--- src/rtl/usb_out_pkg.sv ---
package usb_out_pkg;
    localparam int unsigned SLOT_BYTES = 64;
    localparam int unsigned NUM_SLOTS  = 2;
    localparam int unsigned DATA_W     = 8;
    localparam int unsigned REG_W      = 32;
endpackage

--- src/rtl/pkt_slot_ram.sv ---
module pkt_slot_ram #(
    parameter int unsigned DEPTH = usb_out_pkg::SLOT_BYTES,
    parameter int unsigned DW    = usb_out_pkg::DATA_W,
    localparam int unsigned AW   = $clog2(DEPTH)
) (
    input  logic          clk,
    input  logic          we,
    input  logic          wslot,
    input  logic [AW-1:0] waddr,
    input  logic [DW-1:0] wdata,
    input  logic          rslot,
    input  logic [AW-1:0] raddr,
    output logic [DW-1:0] rdata
);
    localparam int unsigned WORDS = 2 * DEPTH;

    logic [DW-1:0] mem_q [WORDS];

    always_ff @(posedge clk) begin
        if (we) begin
            mem_q[{wslot, waddr}] <= wdata;
        end
    end

    assign rdata = mem_q[{rslot, raddr}];
endmodule

--- src/rtl/ep_rx_fill.sv ---
module ep_rx_fill #(
    parameter int unsigned DEPTH = usb_out_pkg::SLOT_BYTES,
    parameter int unsigned DW    = usb_out_pkg::DATA_W,
    localparam int unsigned AW   = $clog2(DEPTH),
    localparam int unsigned LW   = $clog2(DEPTH + 1)
) (
    input  logic          clk,
    input  logic          rst_n,
    input  logic          tok_req,
    input  logic          rx_valid,
    input  logic [DW-1:0] rx_data,
    input  logic          rx_eop,
    input  logic          rx_bad,
    input  logic [1:0]    slot_full,
    output logic          tok_resp_valid,
    output logic          tok_resp_nak,
    output logic          pkt_ack,
    output logic          wr_en,
    output logic          wr_slot,
    output logic [AW-1:0] wr_addr,
    output logic [DW-1:0] wr_data,
    output logic          commit_valid,
    output logic          commit_slot,
    output logic [LW-1:0] commit_len
);
    typedef struct packed {
        logic          filling;
        logic          slot;
        logic [LW-1:0] cnt;
        logic          ovf;
        logic          resp_valid;
        logic          resp_nak;
        logic          ack;
        logic          cm_valid;
        logic          cm_slot;
        logic [LW-1:0] cm_len;
    } fill_st_t;

    fill_st_t st_d, st_q;
    logic at_limit;

    assign at_limit = (st_q.cnt == LW'(DEPTH));

    always_comb begin
        st_d            = st_q;
        st_d.resp_valid = 1'b0;
        st_d.ack        = 1'b0;
        st_d.cm_valid   = 1'b0;

        if (tok_req) begin
            st_d.resp_valid = 1'b1;
            if (st_q.filling || slot_full[st_q.slot]) begin
                st_d.resp_nak = 1'b1;
            end else begin
                st_d.resp_nak = 1'b0;
                st_d.filling  = 1'b1;
                st_d.cnt      = '0;
                st_d.ovf      = 1'b0;
            end
        end

        if (st_q.filling && rx_valid) begin
            if (at_limit) begin
                st_d.ovf = 1'b1;
            end else begin
                st_d.cnt = st_q.cnt + LW'(1);
            end
        end

        if (st_q.filling && rx_eop) begin
            st_d.filling = 1'b0;
            if (!rx_bad && !st_q.ovf) begin
                st_d.cm_valid = 1'b1;
                st_d.cm_slot  = st_q.slot;
                st_d.cm_len   = st_q.cnt;
                st_d.ack      = 1'b1;
                st_d.slot     = ~st_q.slot;
            end
        end
    end

    always_ff @(posedge clk) begin
        if (!rst_n) begin
            st_q <= '0;
        end else begin
            st_q <= st_d;
        end
    end

    assign tok_resp_valid = st_q.resp_valid;
    assign tok_resp_nak   = st_q.resp_nak;
    assign pkt_ack        = st_q.ack;
    assign wr_en          = st_q.filling && rx_valid && !at_limit;
    assign wr_slot        = st_q.slot;
    assign wr_addr        = st_q.cnt[AW-1:0];
    assign wr_data        = rx_data;
    assign commit_valid   = st_q.cm_valid;
    assign commit_slot    = st_q.cm_slot;
    assign commit_len     = st_q.cm_len;


    nak_when_full_chk: assert property (@(posedge clk) disable iff (!rst_n)
        (tok_req && slot_full[st_q.slot]) |=> (tok_resp_valid && tok_resp_nak));


    no_ack_on_bad_chk: assert property (@(posedge clk) disable iff (!rst_n)
        (rx_eop && rx_bad) |=> !pkt_ack);


    resp_pulse_chk: assert property (@(posedge clk) disable iff (!rst_n)
        tok_resp_valid |-> $past(tok_req));
endmodule

--- src/rtl/ep_rd_drain.sv ---
module ep_rd_drain #(
    parameter int unsigned DEPTH = usb_out_pkg::SLOT_BYTES,
    parameter int unsigned DW    = usb_out_pkg::DATA_W,
    parameter int unsigned RW    = usb_out_pkg::REG_W,
    localparam int unsigned AW   = $clog2(DEPTH),
    localparam int unsigned LW   = $clog2(DEPTH + 1)
) (
    input  logic          clk,
    input  logic          rst_n,
    input  logic          commit_valid,
    input  logic          commit_slot,
    input  logic [LW-1:0] commit_len,
    input  logic          rd_en,
    input  logic          irq_clr,
    input  logic [DW-1:0] ram_rdata,
    output logic          ram_rslot,
    output logic [AW-1:0] ram_raddr,
    output logic [1:0]    slot_full,
    output logic [RW-1:0] rd_data,
    output logic          irq,
    output logic [1:0]    ready_cnt,
    output logic [LW-1:0] head_len
);
    typedef struct packed {
        logic [1:0]          full;
        logic [1:0][LW-1:0]  len;
        logic                head;
        logic [LW-1:0]       ptr;
        logic [DW-1:0]       rdata;
        logic                irq;
    } drain_st_t;

    drain_st_t st_d, st_q;
    logic [LW-1:0] ptr_inc;
    logic [LW-1:0] len_of [2];

    genvar g;
    generate
        for (g = 0; g < 2; g++) begin : g_len
            assign len_of[g] = st_q.len[g];
        end
    endgenerate

    assign ptr_inc = st_q.ptr + LW'(1);

    always_comb begin
        st_d = st_q;

        if (irq_clr) begin
            st_d.irq = (st_q.full == 2'b11);
        end

        if (rd_en) begin
            if (st_q.full[st_q.head]) begin
                st_d.rdata = (len_of[st_q.head] == '0) ? '0 : ram_rdata;
                if (ptr_inc >= len_of[st_q.head]) begin
                    st_d.full[st_q.head] = 1'b0;
                    st_d.ptr             = '0;
                    st_d.head            = ~st_q.head;
                end else begin
                    st_d.ptr = ptr_inc;
                end
            end else begin
                st_d.rdata = '0;
            end
        end

        if (commit_valid) begin
            st_d.full[commit_slot] = 1'b1;
            st_d.len[commit_slot]  = commit_len;
            st_d.irq               = 1'b1;
        end
    end

    always_ff @(posedge clk) begin
        if (!rst_n) begin
            st_q <= '0;
        end else begin
            st_q <= st_d;
        end
    end

    assign ram_rslot = st_q.head;
    assign ram_raddr = st_q.ptr[AW-1:0];
    assign slot_full = st_q.full;
    assign rd_data   = {{(RW-DW){1'b0}}, st_q.rdata};
    assign irq       = st_q.irq;
    assign ready_cnt = 2'(st_q.full[0]) + 2'(st_q.full[1]);
    assign head_len  = st_q.full[st_q.head] ? len_of[st_q.head] : '0;


    commit_to_free_chk: assert property (@(posedge clk) disable iff (!rst_n)
        commit_valid |-> !st_q.full[commit_slot]);


    irq_rise_chk: assert property (@(posedge clk) disable iff (!rst_n)
        $rose(irq) |-> $past(commit_valid));


    empty_read_chk: assert property (@(posedge clk) disable iff (!rst_n)
        (rd_en && ready_cnt == 2'd0) |=> (rd_data == '0));


    upper_zero_chk: assert property (@(posedge clk) disable iff (!rst_n)
        rd_data[RW-1:DW] == '0);
endmodule

--- src/rtl/usb_out_pingpong.sv ---
module usb_out_pingpong #(
    parameter int unsigned DEPTH = usb_out_pkg::SLOT_BYTES,
    parameter int unsigned DW    = usb_out_pkg::DATA_W,
    parameter int unsigned RW    = usb_out_pkg::REG_W,
    localparam int unsigned AW   = $clog2(DEPTH),
    localparam int unsigned LW   = $clog2(DEPTH + 1)
) (
    input  logic          clk,
    input  logic          rst_n,
    input  logic          tok_req,
    input  logic          rx_valid,
    input  logic [DW-1:0] rx_data,
    input  logic          rx_eop,
    input  logic          rx_bad,
    output logic          tok_resp_valid,
    output logic          tok_resp_nak,
    output logic          pkt_ack,
    input  logic          rd_en,
    input  logic          irq_clr,
    output logic [RW-1:0] rd_data,
    output logic          irq,
    output logic [1:0]    ready_cnt,
    output logic [LW-1:0] head_len
);
    logic          wr_en, wr_slot, rslot;
    logic [AW-1:0] wr_addr, raddr;
    logic [DW-1:0] wr_data, ram_rdata;
    logic          cm_valid, cm_slot;
    logic [LW-1:0] cm_len;
    logic [1:0]    slot_full;

    ep_rx_fill #(.DEPTH(DEPTH), .DW(DW)) u_fill (
        .clk(clk), .rst_n(rst_n), .tok_req(tok_req),
        .rx_valid(rx_valid), .rx_data(rx_data), .rx_eop(rx_eop), .rx_bad(rx_bad),
        .slot_full(slot_full),
        .tok_resp_valid(tok_resp_valid), .tok_resp_nak(tok_resp_nak), .pkt_ack(pkt_ack),
        .wr_en(wr_en), .wr_slot(wr_slot), .wr_addr(wr_addr), .wr_data(wr_data),
        .commit_valid(cm_valid), .commit_slot(cm_slot), .commit_len(cm_len)
    );

    pkt_slot_ram #(.DEPTH(DEPTH), .DW(DW)) u_ram (
        .clk(clk), .we(wr_en), .wslot(wr_slot), .waddr(wr_addr), .wdata(wr_data),
        .rslot(rslot), .raddr(raddr), .rdata(ram_rdata)
    );

    ep_rd_drain #(.DEPTH(DEPTH), .DW(DW), .RW(RW)) u_drain (
        .clk(clk), .rst_n(rst_n),
        .commit_valid(cm_valid), .commit_slot(cm_slot), .commit_len(cm_len),
        .rd_en(rd_en), .irq_clr(irq_clr), .ram_rdata(ram_rdata),
        .ram_rslot(rslot), .ram_raddr(raddr), .slot_full(slot_full),
        .rd_data(rd_data), .irq(irq), .ready_cnt(ready_cnt), .head_len(head_len)
    );


    irq_hold_chk: assert property (@(posedge clk) disable iff (!rst_n)
        ($past(irq) && !$past(irq_clr)) |-> irq);
endmodule

--- config.mk ---
export PLATFORM = sky130hd
export DESIGN_NAME = usb_out_pingpong
export DESIGN_NICKNAME = d
export VERILOG_FILES = /design/src/rtl/usb_out_pkg.sv /design/src/rtl/pkt_slot_ram.sv /design/src/rtl/ep_rx_fill.sv /design/src/rtl/ep_rd_drain.sv /design/src/rtl/usb_out_pingpong.sv
export SDC_FILE = /design/constraint.sdc
export NUM_CORES = 1
export LEC_CHECK = 0
export BUFFER_PORTS_ARGS = -buffer_cell sky130_fd_sc_hd__buf_2
export CAP_MARGIN = 20
export CORE_MARGIN = 5
export CORE_UTILIZATION = 63
export CTS_BUF_LIST = sky130_fd_sc_hd__clkbuf_16
export DETAILED_ROUTE_END_ITERATION = 7
export GPL_TIMING_DRIVEN = 0
export PLACE_DENSITY = 0.77
export SLEW_MARGIN = 10
export SYNTH_ARGS = -nofsm -noshare
export SYNTH_HDL_FRONTEND = slang
export SYNTH_HIERARCHICAL = 1
export SYNTH_SLANG_ARGS = --single-unit
--- constraint.sdc ---
create_clock -name clk -period 4.3 [get_ports clk]
set_input_delay 0.43 -clock clk [delete_from_list [all_inputs] [get_ports clk]]
set_output_delay 0.43 -clock clk [all_outputs]
set_load 0.01 [all_outputs]
==> results of run 1 <==
-- synthesized netlist by cell type, types with 2 or more instances --
| cell | count | area share |
|---|---|---|
| a21boi_0 | 2 | 0.00035 |
| nor2_1 | 145 | 0.013 |
| ha_1 | 11 | 0.0032 |
| mux2i_4 | 2 | 0.0011 |
| mux2_2 | 10 | 0.0026 |
| a211o_1 | 2 | 0.00041 |
| edfxtp_1 | 1024 | 0.72 |
| nor2b_1 | 18 | 0.0026 |
| buf_6 | 2 | 0.00053 |
| o2bb2ai_1 | 2 | 0.00041 |
| a32oi_1 | 9 | 0.0019 |
| mux2i_1 | 15 | 0.0035 |
| or4_4 | 2 | 0.00053 |
| buf_2 | 18 | 0.0021 |
| a21oi_1 | 22 | 0.0026 |
| or3_1 | 2 | 0.00029 |
| xor2_1 | 4 | 0.00082 |
| nand2b_1 | 6 | 0.00088 |
| nor3_1 | 11 | 0.0013 |
| a22o_1 | 5 | 0.0010 |
| a21o_1 | 2 | 0.00035 |
| nand4_1 | 3 | 0.00044 |
| clkbuf_1 | 47 | 0.0042 |
| o21ai_0 | 6 | 0.00071 |
| nor2_2 | 3 | 0.00044 |
| xnor2_1 | 4 | 0.00082 |
| buf_4 | 73 | 0.013 |
| nand2_1 | 54 | 0.0048 |
| buf_1 | 19 | 0.0017 |
| and2_1 | 5 | 0.00074 |
| dfxtp_1 | 54 | 0.025 |
| nand3_1 | 18 | 0.0021 |
| and3_1 | 3 | 0.00044 |
| nor3b_1 | 4 | 0.00071 |
| mux4_2 | 336 | 0.18 |
| inv_1 | 4 | 0.00035 |
-- tightest hold or removal path: stages --
cell,delay [ps]
buf_2,90
nand2b_1,90
a21boi_0,70
-- repair_timing --
item | 4_1_cts | 5_1_grt
setup buffers | 0 | 0
hold buffers | 1 | 0
endpoints found under the setup margin | 2 | 8
resized for setup | 1 | 21
endpoints found under the hold margin | 1 | 0
-- flip-flops by register name, indices dropped and copies added (netlist names), 2 cells and up, named ones only --
name               flops
u_drain/ram_raddr      6
u_drain/rd_data        8
u_drain/slot_full      2
u_fill/commit_len      7
u_fill/st_q            3
u_fill/wr_addr         6
u_ram/mem_q         1024
-- power groups by stage --
stage / clock (mW) / sequential, mW / combinational, mW
4_1_cts: 8.91 / 11.5 / 0.296
3_5_place_dp: 0 / 11.7 / 0.294
6_report: 8.79 / 11.5 / 0.302
3_3_place_gp: 0 / 11.7 / 0.248
2_1_floorplan: 0 / 11.7 / 0.148
5_1_grt: 9.44 / 11.5 / 0.317
-- final cells by class --
cell class,count,area share
Inverter,6,0.000473
Clock inverter,91,0.0144
Clock buffer,106,0.0557
Antenna cell,3,0.000158
Buffer,160,0.0197
Timing Repair Buffer,54,0.0115
Tap cell,873,0.0229
Multi-Input combinational cell,741,0.206
Sequential cell,1078,0.669
-- worst paths after layout --
path                        startpoint  slack (ps)            endpoint  cells after the start
hold reg to reg               register         480            register                      2
setup reg to reg  u_drain/ram_raddr[2]          60  u_drain/rd_data[0]                     10
hold / removal                  rx_eop          70     u_fill/st_q[21]                      3
setup / recovery  u_drain/ram_raddr[2]          60  u_drain/rd_data[0]                     10
-- cell families after synthesis --
kind of cell	count (synthesis)	synth area share
buffers and inverters	167	0.0222
other	1	0.0000882
xor gates and xnor gates	8	0.00165
adders and majority gates	11	0.00324
muxes	363	0.185
and+or+nand+nor	279	0.0291
DFF	1078	0.749
AOI/OAI and AO/OA	56	0.00948
-- routing by layer --
layer	global-route usage	up-vias	share of wire	wire, um
li1	-	8462	-	-
met1	0.394	11010	0.36	36500
met2	0.447	1330	0.49	49700
met3	0.0691	238	0.11	11600
met4	0.109	4	0.043	4390
met5	0	-	0.00029	30
==> impl_metrics.tcl, run 1 <==
set metrics [dict create \
    vdd_drop_max_mv 0.367 \
    powerDensity_nw_per_um2 432 \
    status "finished, final reports clean" \
    grt_pass1_vias 21246 \
    cpLargestDelayFamily "multiplexers" \
    cts_sinks 1078 \
    cp_slowest_stage_delay_ps 620 \
    path_class "reg2reg" \
    drive_above_1_share 0.300 \
    syn_area_um2 42500 \
    insertion_delay_ps 660 \
    io_pins 61 \
    clkPwrFrac 0.427 \
    synth-seq-cells 1078 \
    cts_buffer_depth 3 \
    period_minus_slack_ps 4240 \
    p_total_mw 20.6 \
    hold_violations 0 \
    place.gp.congestion 0.895 \
    fmax_mhz 236 \
    htree_levels 3 \
    drv_cap 0 \
    cts_buffers 104 \
    fin_tns_setup_ps 0 \
    via_per_inst 6.76 \
    endpoint_kind "register" \
    synth_edf_count 1024 \
    start_kind "register" \
    worstPathRequired_ps 4820 \
    grt_pass1_wl_um 149000 \
    clk_pin_slew_ps 60 \
    fin_nets 2172 \
    final_util 0.710 \
    async_reset_ff_frac 0 \
    crit_buf_inv 4 \
    seq_area_um2 31800 \
    grt.overflow.total 0 \
    antenna_found_initial 4 \
    p_switching_mw 4.06 \
    ant_nets 0 \
    tritoncts "built" \
    crit_top_cell "mux4_2" \
    port_buffers 28 \
    critPathArrivalTime_ps 4760 \
    instances_no_fill 3112 \
    rows 95 \
    relSlewSlack 0.231 \
    yosys_warnings 6 \
    p_seq_frac 0.558 \
    dr.pass1.iters 5 \
    track_usage 0.283 \
    grt_setup_unrepaired "no" \
    finalCritPeriodShare 0.986 \
    initial_utilization 0.634 \
    dpl.hpwl_um 66200 \
    ys.flop_type "edfxtp_1" \
    fin_ws_ps 60.6 \
    p_int_mw 16.5 \
    ys_types 52 \
    die-area_um2 72800 \
    synthCells 1963 \
    mostFrequentLayoutCells "edfxtp_1 (1024), mux4_2 (336), nor2_1 (145)" \
    setup_viol 0 \
    place_inst 2910 \
    worstMarginPinSlew_ps 1150 \
    hold_path.class "in2reg" \
    drt_iter0_drc 3066 \
    post_dp_cell_area_um2 44200 \
    root_buffer "clkbuf_16" \
    routed_wl_um 102000 \
    cp_max_fo 10 \
    final.fill_count 3853 \
    drc 0 \
    dp_slack_ps -35.3 \
    layout_commonest_cell "edfxtp_1" \
    whs_ps 65.7 \
    maxSlewViolCount 0 \
    clock-skew-final_ps 29.6 \
    syn_to_final_growth_pct 12.0 \
    slowest_stage "buf_1" \
    combPwrFrac 0.015 \
    die_x_um 270 \
    p_leak_nw 14.7 \
    grt_max_degree 129 \
    path_cells "buf_4 > clkbuf_1 > buf_8 > buf_1 > mux4_2 > mux4_2 > mux4_2 > mux2_2 > a32oi_1 > nor2_1" \
    yosysSeqAreaShare 0.749 \
    switching_share 0.197 \
    routedWlPerCell_um 32.9 \
    coreArea_um2 67000 \
    multi_input_area_um2 9820 \
    synth.avg_cell_area_um2 21.7 \
    die_h_um 270 \
    stdcell_area_um2 47600 \
    vias 21044 \
]
(Power assumes the default switching activity.)
==> run 2: changes to the inputs <==
--- a/config.mk
+++ b/config.mk
@@ -8,13 +8,12 @@
 export BUFFER_PORTS_ARGS = -buffer_cell sky130_fd_sc_hd__buf_2
 export CAP_MARGIN = 20
 export CORE_MARGIN = 5
-export CORE_UTILIZATION = 63
+export CORE_UTILIZATION = 62
 export CTS_BUF_LIST = sky130_fd_sc_hd__clkbuf_16
 export DETAILED_ROUTE_END_ITERATION = 7
 export GPL_TIMING_DRIVEN = 0
-export PLACE_DENSITY = 0.77
+export PLACE_DENSITY = 0.76
 export SLEW_MARGIN = 10
 export SYNTH_ARGS = -nofsm -noshare
 export SYNTH_HDL_FRONTEND = slang
-export SYNTH_HIERARCHICAL = 1
 export SYNTH_SLANG_ARGS = --single-unit
==> impl_metrics.tcl, run 2 <==
set metrics [dict create \
    dr.pass1.iters 7 \
    grt_pass1_vias 21671 \
    die_h_um 271 \
    yosys_warnings 0 \
    post_dp_cell_area_um2 43700 \
    mostFrequentLayoutCells "edfxtp_1 (1024), mux4_2 (255), nor2_1 (149)" \
    yosysSeqAreaShare 0.756 \
    antenna_found_initial 0 \
    io_pins 61 \
    synth_top_family_by_area "multiplexers" \
    hold_path.class "in2reg" \
    setup_viol 0 \
    grt_max_degree 89 \
    slowest_stage "nor2_1" \
    synth.avg_cell_area_um2 20.2 \
    cp_slowest_stage_delay_ps 850 \
    relSlewSlack 0.192 \
    antenna_cells 0 \
    cp_max_fo 10 \
    via_per_inst 6.74 \
    layout_commonest_cell "edfxtp_1" \
    routedWlPerCell_um 31.1 \
    grt_pass1_wl_um 147000 \
    place_inst 3027 \
    insertion_delay_ps 670 \
    drv_cap 0 \
    p_total_mw 20.3 \
    async_reset_ff_frac 0 \
    stdcell_area_um2 46900 \
    synth_top_area_cell "edfxtp_1" \
    path_cells "clkbuf_1 > inv_1 > ha_1 > nand2_1 > nor4b_1 > nand3b_1 > nor2_1 > nand3_1 > clkbuf_1 > nor2_1" \
    crit_buf_inv 3 \
    dpl.hpwl_um 64400 \
    drc 0 \
    synthTopCellsByArea "edfxtp_1 (73%), mux4_2 (14%), dfxtp_1 (2.6%)" \
    place.gp.congestion 0.967 \
    ant_nets 0 \
    synth-simple-area-share 0.0329 \
    grt_setup_unrepaired "no" \
    root_buffer "clkbuf_16" \
    ys_top_cells_by_count "edfxtp_1 (1024), mux4_2 (255), nor2_1 (151)" \
    path_class "reg2reg" \
    track_usage 0.275 \
    htree_levels 3 \
    powerDensity_nw_per_um2 432 \
    fin_ws_ps 213 \
    finalCritPeriodShare 0.951 \
    dp_slack_ps 68.5 \
    cts_sinks 1078 \
    critPathArrivalTime_ps 4370 \
    vias 21712 \
    synth_top_area_frac 0.730 \
    status "finished, final reports clean" \
    largest-register "u_ram.mem_q" \
    grt.overflow.total 0 \
    whs_ps 64.0 \
    syn_to_final_growth_pct 11.3 \
    coreArea_um2 67300 \
    ys_types 52 \
    synthCells 2087 \
    final.fill_count 4050 \
    synth-seq-cells 1078 \
    worstPathRequired_ps 4590 \
    synthAdderAreaFrac 0.00327 \
    endpoint_kind "register" \
    vdd_drop_max_mv 0.393 \
    instances_no_fill 3220 \
    cpLargestDelayFamily "simple AND/OR/NAND/NOR gates" \
    tritoncts "built" \
    rows 95 \
    start_kind "register" \
    final_util 0.697 \
    die_x_um 271 \
    yosysMostFrequentCell "edfxtp_1" \
    port_buffers 36 \
    synth_compound_area_frac 0.0314 \
    largest_reg_flops 1024 \
    die-area_um2 73200 \
    cts_buffer_depth 3 \
    fin_tns_setup_ps 0 \
    synth_xor_area_frac 0.00104 \
    clk_pin_slew_ps 60 \
    cts_buffers 103 \
    syn_area_um2 42100 \
    routed_wl_um 100000 \
    initial_utilization 0.626 \
    drt_iter0_drc 3003 \
    synth_edf_count 1024 \
    muxShareOfSynthArea 0.156 \
    drive_above_1_share 0.226 \
    hold_violations 0 \
    maxSlewViolCount 0 \
    fmax_mhz 245 \
    worstMarginPinSlew_ps 1210 \
    clock-skew-final_ps 24.9 \
    ys.flop_type "edfxtp_1" \
    period_minus_slack_ps 4090 \
    fin_nets 2288 \
    p_leak_nw 14.4 \
]
-- run 2: cell count changes in the layout (fill, tap and decap cells not counted), moves of 15 or more --
cell,before,now
a211oi_1,0,16
a221oi_1,0,17
a21boi_0,2,17
o21ai_0,6,27
buf_4,74,51
o22ai_1,0,17
nand2_1,54,87
mux2i_1,15,81
mux4_2,336,255
clkbuf_1,37,59
a22oi_1,0,23
-- run 2: repair_timing --
action                                  CTS  global route
gates resized for setup                   0             7
setup buffers                             0             0
endpoints found under the setup margin    0            11
hold buffers                              1             0
endpoints found under the hold margin     1             0
-- run 2: worst register-to-register path: cells and delay by family, from the launching register on --
kind,cells,cell delay (ps)
simple gates,6,2100
flops,1,330
fa+ha+maj,1,220
buf+inv,3,1060
-- run 2: per-layer routing --
metal | track usage | wire [um] | vias to the layer above
li1 | - | - | 8866
met2 | 0.431 | 47900 | 1402
met1 | 0.396 | 37400 | 11232
met5 | 0 | 0 | -
met4 | 0.0877 | 3460 | 0
met3 | 0.0631 | 11300 | 212
-- run 2: cell type report --
class / instances / area, um2 / area share
clock inverters: 88 / 568 / 0.0121
clock buffers: 103 / 2580 / 0.0550
repair buffers: 46 / 434 / 0.00926
multi-input cells: 880 / 9560 / 0.204
well taps: 873 / 1090 / 0.0233
inverters: 3 / 11.3 / 0.000240
plain buffers: 149 / 808 / 0.0172
flip-flops and latches: 1078 / 31800 / 0.679
-- run 2: cell families (layout without fill, tap and decap cells) --
family          after synthesis  in the layout
flops                      1078           1078
mux                         338            338
simple gates                318            318
compound gates              184            184
buf+inv                     152            389
fa+ha+maj                    11             11
xor+xnor                      5              5
other cells                   1             24
-- run 2: path summary, 6_finish.rpt --
path                                   startpoint                  to  slack, ps  cells past startpoint
worst max-delay path            u_fill.wr_addr[0]  u_ram.mem_q[91][5]        210                     10
worst min register to register           register            register        480                      2
worst min-delay path                       rx_eop     u_fill.st_q[21]         60                      3
worst max register to register  u_fill.wr_addr[0]  u_ram.mem_q[91][5]        210                     10
-- run 2: report_power, final --
group          internal, mW  switching [mW]  leakage (nW)
combinational        0.0631           0.225          3.09
clock                  4.71            3.79          1.63
sequential             11.5         0.00361          9.64
total                  16.3            4.02          14.4
